[src/rtl/seqcmd_pkg.sv]
package seqcmd_pkg;

    localparam int ADDR_W     = 15;
    localparam int PREFIX_LEN = 5;
    localparam int STEP_W     = $clog2(PREFIX_LEN + 1);

    typedef logic [ADDR_W-1:0] addr_t;

    typedef enum logic [1:0] {
        ACC_NONE,
        ACC_READ_DRV,
        ACC_READ_QUIET,
        ACC_WRITE
    } acc_kind_e;

    typedef enum logic [STEP_W-1:0] {
        ST_IDLE = 3'd0,
        ST_GOT1 = 3'd1,
        ST_GOT2 = 3'd2,
        ST_GOT3 = 3'd3,
        ST_GOT4 = 3'd4,
        ST_GOT5 = 3'd5
    } step_e;

    localparam addr_t SAVE_ADDR    = 15'h0FC0;
    localparam addr_t RESTORE_ADDR = 15'h0C63;

    function automatic addr_t prefix_addr(input int idx);
        addr_t a;
        case (idx)
            0:       a = 15'h0E38;
            1:       a = 15'h31C7;
            2:       a = 15'h03E0;
            3:       a = 15'h3C1F;
            default: a = 15'h303F;
        endcase
        return a;
    endfunction

endpackage

[src/rtl/seqcmd_access_qual.sv]
module seqcmd_access_qual
    import seqcmd_pkg::*;
(
    input  logic      sel,
    input  logic      we,
    input  logic      oe,
    input  logic      stb,
    input  logic      busy,
    output acc_kind_e kind
);

    logic live;

    assign live = stb && sel && !busy;

    always_comb begin
        if (!live)
            kind = ACC_NONE;
        else if (we)
            kind = ACC_WRITE;
        else if (oe)
            kind = ACC_READ_DRV;
        else
            kind = ACC_READ_QUIET;
    end

endmodule

[src/rtl/seqcmd_addr_match.sv]
module seqcmd_addr_match
    import seqcmd_pkg::*;
#(
    parameter int N_PREFIX = PREFIX_LEN
) (
    input  addr_t               addr,
    output logic [N_PREFIX-1:0] hit_prefix,
    output logic                hit_save,
    output logic                hit_restore
);

    for (genvar g = 0; g < N_PREFIX; g++) begin : g_cmp
        localparam addr_t KEY = prefix_addr(g);
        assign hit_prefix[g] = (addr == KEY);
    end

    assign hit_save    = (addr == SAVE_ADDR);
    assign hit_restore = (addr == RESTORE_ADDR);

endmodule

[src/rtl/seqcmd_fsm.sv]
module seqcmd_fsm
    import seqcmd_pkg::*;
#(
    parameter int N_PREFIX = PREFIX_LEN
) (
    input  logic                clk,
    input  logic                rst_n,
    input  acc_kind_e           kind,
    input  logic                busy,
    input  logic [N_PREFIX-1:0] hit_prefix,
    input  logic                hit_save,
    input  logic                hit_restore,
    output logic                save_pulse,
    output logic                restore_pulse
);

    step_e state, state_nx;
    logic  fire_save, fire_restore;
    logic  is_read;
    int    idx;

    assign is_read = (kind == ACC_READ_DRV) || (kind == ACC_READ_QUIET);
    assign idx     = int'(state);

    always_comb begin
        state_nx     = state;
        fire_save    = 1'b0;
        fire_restore = 1'b0;
        if (busy) begin
            state_nx = ST_IDLE;
        end else if (kind == ACC_WRITE) begin
            state_nx = ST_IDLE;
        end else if (is_read) begin
            unique case (state)
                ST_IDLE, ST_GOT1, ST_GOT2, ST_GOT3, ST_GOT4: begin
                    if (hit_prefix[idx])
                        state_nx = step_e'(STEP_W'(idx + 1));
                    else if (hit_prefix[0])
                        state_nx = ST_GOT1;
                    else
                        state_nx = ST_IDLE;
                end
                ST_GOT5: begin
                    if (hit_save) begin
                        state_nx  = ST_IDLE;
                        fire_save = 1'b1;
                    end else if (hit_restore) begin
                        state_nx     = ST_IDLE;
                        fire_restore = 1'b1;
                    end else if (hit_prefix[0]) begin
                        state_nx = ST_GOT1;
                    end else begin
                        state_nx = ST_IDLE;
                    end
                end
                default: state_nx = ST_IDLE;
            endcase
        end
    end

    always_ff @(posedge clk or negedge rst_n) begin
        if (!rst_n)
            state <= ST_IDLE;
        else
            state <= state_nx;
    end

    always_ff @(posedge clk or negedge rst_n) begin
        if (!rst_n) begin
            save_pulse    <= 1'b0;
            restore_pulse <= 1'b0;
        end else begin
            save_pulse    <= fire_save;
            restore_pulse <= fire_restore;
        end
    end

    p_reset_idle_r1: assert property (@(posedge clk)
        !rst_n |=> (state == ST_IDLE) && !save_pulse && !restore_pulse);

    p_save_cause_r2: assert property (@(posedge clk) disable iff (!rst_n)
        save_pulse |-> $past((state == ST_GOT5) && is_read && hit_save && !busy));

    p_restore_cause_r3: assert property (@(posedge clk) disable iff (!rst_n)
        restore_pulse |-> $past((state == ST_GOT5) && is_read && hit_restore && !busy));

    p_write_abort_r5: assert property (@(posedge clk) disable iff (!rst_n)
        (kind == ACC_WRITE) |=> (state == ST_IDLE) && !save_pulse && !restore_pulse);

    p_busy_idle_r8: assert property (@(posedge clk) disable iff (!rst_n)
        busy |=> (state == ST_IDLE) && !save_pulse && !restore_pulse);

    p_quiet_hold_r9: assert property (@(posedge clk) disable iff (!rst_n)
        (kind == ACC_NONE) && !busy |=> $stable(state));

    p_excl_r10: assert property (@(posedge clk) disable iff (!rst_n)
        $onehot0({save_pulse, restore_pulse}));

    p_single_save_r10: assert property (@(posedge clk) disable iff (!rst_n)
        save_pulse |=> !save_pulse);

    p_single_restore_r10: assert property (@(posedge clk) disable iff (!rst_n)
        restore_pulse |=> !restore_pulse);

endmodule

[src/rtl/seqcmd_detect.sv]
module seqcmd_detect
    import seqcmd_pkg::*;
(
    input  logic              clk,
    input  logic              rst_n,
    input  logic              bus_sel,
    input  logic              bus_we,
    input  logic              bus_oe,
    input  logic [ADDR_W-1:0] bus_addr,
    input  logic              bus_stb,
    input  logic              busy,
    output logic              save_pulse,
    output logic              restore_pulse
);

    acc_kind_e             kind;
    logic [PREFIX_LEN-1:0] hit_prefix;
    logic                  hit_save;
    logic                  hit_restore;

    seqcmd_access_qual u_qual (
        .sel  (bus_sel),
        .we   (bus_we),
        .oe   (bus_oe),
        .stb  (bus_stb),
        .busy (busy),
        .kind (kind)
    );

    seqcmd_addr_match #(.N_PREFIX(PREFIX_LEN)) u_match (
        .addr        (bus_addr),
        .hit_prefix  (hit_prefix),
        .hit_save    (hit_save),
        .hit_restore (hit_restore)
    );

    seqcmd_fsm #(.N_PREFIX(PREFIX_LEN)) u_fsm (
        .clk           (clk),
        .rst_n         (rst_n),
        .kind          (kind),
        .busy          (busy),
        .hit_prefix    (hit_prefix),
        .hit_save      (hit_save),
        .hit_restore   (hit_restore),
        .save_pulse    (save_pulse),
        .restore_pulse (restore_pulse)
    );

endmodule

[config.mk]
export PLATFORM = sky130hd
export DESIGN_NAME = seqcmd_detect
export DESIGN_NICKNAME = d
export VERILOG_FILES = /design/src/rtl/seqcmd_pkg.sv /design/src/rtl/seqcmd_access_qual.sv /design/src/rtl/seqcmd_addr_match.sv /design/src/rtl/seqcmd_fsm.sv /design/src/rtl/seqcmd_detect.sv
export SDC_FILE = /design/constraint.sdc
export NUM_CORES = 1
export LEC_CHECK = 0
export BUFFER_PORTS_ARGS = -buffer_cell sky130_fd_sc_hd__buf_2
export CAP_MARGIN = 20
export CORE_MARGIN = 8
export CORE_UTILIZATION = 27
export CTS_CLUSTER_SIZE = 10
export DETAILED_ROUTE_END_ITERATION = 10
export PLACE_DENSITY_LB_ADDON = 0.12
export SETUP_SLACK_MARGIN = 0.05
export SLEW_MARGIN = 20
export SYNTH_ARGS = -nofsm -noshare
export SYNTH_HDL_FRONTEND = slang
export SYNTH_HIERARCHICAL = 1
export SYNTH_SLANG_ARGS = --single-unit
[constraint.sdc]
create_clock -name clk -period 2 [get_ports clk]
set_input_delay 0.2 -clock clk [delete_from_list [all_inputs] [get_ports clk]]
set_output_delay 0.2 -clock clk [all_outputs]
set_load 0.01 [all_outputs]
Yosys cells after proc, flatten, opt, wreduce, memory -nomap -nowiden
Index checks and enable logic that the tools add are counted.
- order comparisons: 1
- reduce and logical (&&, ||, !) cells: 7
- equality and inequality tests: 15
- mux-type cells: 24
- add/sub/neg operators: 1
- operators by type and width (kind ; count):
    15-bit by 12-bit equality test with 1-bit output, second input constant ; 3
    15-bit by 14-bit equality test with 1-bit output, second input constant ; 3
    3-bit 2-to-1 mux ; 6
    15-bit by 10-bit equality test with 1-bit output, second input constant ; 1
    1-bit 2-to-1 mux ; 13
    3-bit by 2-bit equality test with 1-bit output, second input constant ; 2
    3-bit equality test, second input constant ; 2
    2-bit 2-to-1 mux ; 3
    3-bit one-hot mux with 2 select lines ; 1
    5-bit OR reduction ; 1
    2-bit equality test, second input constant ; 2
    3-bit by 4-bit < comparator with 1-bit output, second input constant ; 1
    3-bit by 1-bit adder with 3-bit output, second input constant ; 1
    1-bit binary-select mux with 3-bit select ; 1
    3-bit by 1-bit equality test with 1-bit output, second input constant ; 1
    3-bit zero test ; 1
    3-bit nonzero test ; 1
    2-bit by 1-bit equality test with 1-bit output, second input constant ; 1
    1-bit logical AND ; 2
    1-bit zero test ; 1
    1-bit logical OR ; 1
- output and inout bits: 2
- register bits after elaboration: 5

Depth between registers and ports, before layout
- word-level depth: 8
- mapped depth: 7

Cells and area by module
Netlist, hierarchy kept.
- modules (own cells, without submodules) (module ; cells each ; area each (um2) ; seq. area each (um2) ; instances):
    seqcmd_fsm ; 39 ; 389.1 ; 125.1 ; 1
    seqcmd_addr_match ; 24 ; 171.4 ; 0.0 ; 1
    seqcmd_access_qual ; 5 ; 42.5 ; 0.0 ; 1

Worst setup path before layout
Ideal clock, no wire load.
- kind: in2reg
- start: in bus_addr[6]
- end: reg u_fsm.state[1]
- data arrival time: 1.695 ns
- path slack: 0.237 ns
- cell stages on the path: 7
- data required time: 1.932 ns
- library setup time: 0.068 ns
- cell sequence: nand3b_4 -> or4b_4 -> nor2_1 -> nor2b_1 -> a211oi_1 -> o31ai_1 -> a32o_1
- longest elaborated chain between the ends: 8
- elaborated cells between the ends (all ways): 14
- classes of those cells: eq/ne: 6; mux: 8
- RTL lines (item ; RTL line ; RTL):
    from (decl) ; seqcmd_detect.sv:9 ; input logic [ADDR_W-1:0] bus_addr,
    15-bit by 12-bit equality test with 1-bit output ; seqcmd_addr_match.sv:14 ; assign hit_prefix[g] = (addr == KEY);
    via hit_prefix[0] ; seqcmd_detect.sv:17 ; logic [PREFIX_LEN-1:0] hit_prefix;
    1-bit binary-select mux with 3-bit select ; seqcmd_fsm.sv:36 ; if (hit_prefix[idx])
    1-bit 2-to-1 mux (not written as such) ; seqcmd_fsm.sv:36 ;
    3-bit 2-to-1 mux ; seqcmd_fsm.sv:36 ;
    3-bit one-hot mux with 2 select lines ; seqcmd_fsm.sv:34 ; unique case (state)
    3-bit 2-to-1 mux ; seqcmd_fsm.sv:33 ; end else if (is_read) begin
    3-bit 2-to-1 mux ; seqcmd_fsm.sv:31 ; end else if (kind == ACC_WRITE) begin
    3-bit 2-to-1 mux ; seqcmd_fsm.sv:29 ; if (busy) begin
    to (signal assigned) ; seqcmd_fsm.sv:65 ; state <= state_nx;
    to (decl) ; seqcmd_fsm.sv:17 ; step_e state, state_nx;
The timed path passes the listed nets, and every way through them passes these cells. The select of a mux whose other input is x is not followed.
A chain may end at the register's enable or synchronous reset.

Worst setup path in the final report
Same ends and word-level chain as after synthesis.

==> impl_metrics.tcl <==
set metrics [dict create \
    status "completed" \
    fp.coreArea_um2 2170 \
    synth_common_cells "nor2_1 (9), ha_1 (6), inv_1 (6)" \
    grt_overflow_total 0 \
    yosys.area_share.simple 0.434 \
    die-area_um2 4000 \
    synth_edf_count 0 \
    fin_crit_ps 1740 \
    worstPathMaxFanout 3 \
    htreeDepth 1 \
    cts_setup_buffers 0 \
    rsz0062_at_grt "false" \
    vias_per_cell 4.92 \
    synth.area.mux_share 0.0353 \
    place_congestion 0.794 \
    cp-end-kind "register" \
    synth_cell_type_count 31 \
    skew_ps 6.31 \
    drtIter0Drc 5 \
    die_x_um 63.3 \
    syn-num-nets 96 \
    cts_tree "yes" \
    worstMarginPinSlew_ps 488 \
    hold_class "in2async" \
    place_area_um2 761 \
    worstSetupPathType "in2reg" \
    slew_headroom 0.672 \
    synthArstFlopShare 1.00 \
    numPortBuffers 23 \
    setup_tns_ps 0 \
    ir_worst_vdd_mv 0.180 \
    antenna_cells 0 \
    synth_top_area_frac 0.207 \
    grt_pass1_vias 654 \
    yosysSeqAreaShare 0.207 \
    fill_cells 233 \
    drtAntennaViolNets 0 \
    slew_viol_final 0 \
    design_area_um2 803 \
    leakage_uw 0.000362 \
    synth_xor_area_frac 0 \
    vias 615 \
    die_h_um 63.3 \
    synth_area_um2 603 \
    synth_fa_ha_area_frac 0.124 \
    syn_inst 68 \
    numCtsBuffers 3 \
    clockBufferDepth 2 \
    powerDensity_nw_per_um2 341 \
    finalWirelength_um 1480 \
    hold_viol 0 \
    clock.fmax_mhz 573 \
    dominantRegCellSynth "dfrtp_1" \
    grt_pass1_wl_um 2730 \
    antenna_found_initial 0 \
    ios 24 \
    synth-seq-cells 5 \
    arrival_ps 1920 \
    required_ps 2170 \
    post_drt_wl_per_cell_um 11.8 \
    initial_core_util 0.278 \
    row_count 17 \
    yosysMostFrequentCell "nor2_1" \
    synth_area_leaders "dfrtp_1 (21%), ha_1 (12%), nand3b_4 (6.6%)" \
    clock-sinks 5 \
    synth_top_cell_by_area "dfrtp_1" \
    synth_warnings 6 \
    max_cap_viol_count 0 \
    drive_gt1_frac 0.412 \
    drc 0 \
    clk_pin_slew_ps 50 \
    drt_pass1_iterations 2 \
    nets 126 \
    critPathLaunchType "primary input" \
    grt_max_degree 9 \
    setup_viol 0 \
    synth_top_family_by_area "simple AND/OR/NAND/NOR gates" \
    globalRouteTotalUtil 0.0788 \
    synth-compound-area-share 0.162 \
    post-route-period-util 0.872 \
    cts_root_buf "clkbuf_4" \
    area_growth_pct 33.2 \
    worstSkewPairLatency_ps 240 \
    dp_hpwl_um 1300 \
    syn_area_per_cell_um2 8.87 \
]
where the power goes:
group	total [uW]	switching (uW)	internal, uW
Sequential	102	0.000550	102
Clock	115	39.5	75.3
Combinational	58.0	29.2	28.8
timing repair:
action                     in CTS  in global routing
hold buffers                    1                  0
gates resized for setup         0                  1
setup endpoints to repair       0                  1
hold endpoints to repair        5                  0
worst paths after layout:
kind / start / to / slack (ps) / cells after the start
max in group asynchronous: rst_n / u_fsm/restore_pulse$_DFF_PN0_ / 1570 / 2
min: rst_n / u_fsm/state[0]$_DFFE_PN0P_ / 300 / 2
max reg2reg: u_fsm/state[0]$_DFFE_PN0P_ / u_fsm/state[1]$_DFFE_PN0P_ / 500 / 5
min in group clk: busy / u_fsm/save_pulse$_DFF_PN0_ / 320 / 3
min reg2reg: u_fsm/state[2]$_DFFE_PN0P_ / u_fsm/state[2]$_DFFE_PN0P_ / 630 / 1
max: bus_addr[6] / u_fsm/state[1]$_DFFE_PN0P_ / 260 / 8
final cells by class:
class / instances / area (um^2) / area share
Sequential cell: 5 / 125 / 0.156
Multi-Input combinational cell: 57 / 462 / 0.575
Timing Repair Buffer: 25 / 133 / 0.165
Tap cell: 28 / 35.0 / 0.0436
Inverter: 6 / 22.5 / 0.0280
Clock buffer: 4 / 26.3 / 0.0327
per-layer routing:
layer / global-route usage / part of all wire / wire length [um] / vias to the layer above
met5: 0 / 0 / 0 / -
met4: 0.0251 / 0 / 0 / 0
met3: 0.0194 / 0.030 / 44 / 0
met2: 0.133 / 0.48 / 707 / 15
met1: 0.0949 / 0.49 / 729 / 282
li1: - / - / - / 318
registers in the layout (all words and copies together) (netlist names):
name and flops:
u_fsm/restore_pulse 1, u_fsm/state 3, u_fsm/save_pulse 1
per-stage QoR:
stage	std cells	utilization	setup WS, ps	hold slack, ps	total power [uW]
finish	125	0.370	256	297	274
global route	125	0.370	130	310	294
CTS	125	0.367	262	293	278
detailed placement	120	0.351	4.12	16.9	159
global placement	120	0.351	57.5	14.9	158
floorplan	68	-	237	-95.6	124
logic make-up after synthesis:
kind of cell / count (synthesis)
compound gates: 12
fa+ha+maj: 6
buf+inv: 6
flops: 5
mux: 2
simple gates: 37
placed cells by master, fill, tap and decap left out, types with 3 or more instances in the layout:
master    Yosys  layout
nand4_1       3       3
ha_1          6       6
nand2_1       3       3
nor2_1        9       9
dfrtp_1       5       5
clkbuf_4      0       3
inv_1         6       6
nand3_1       4       4
buf_2         0      23
critical path, stage by stage:
cell and delay, ps:
buf_2 100, nand3b_4 150, or4b_4 480, nor2_1 140, nor2b_1 150, a211oi_1 60
o31ai_1 400, a32o_1 240
Power figures use the tool's default switching activity.
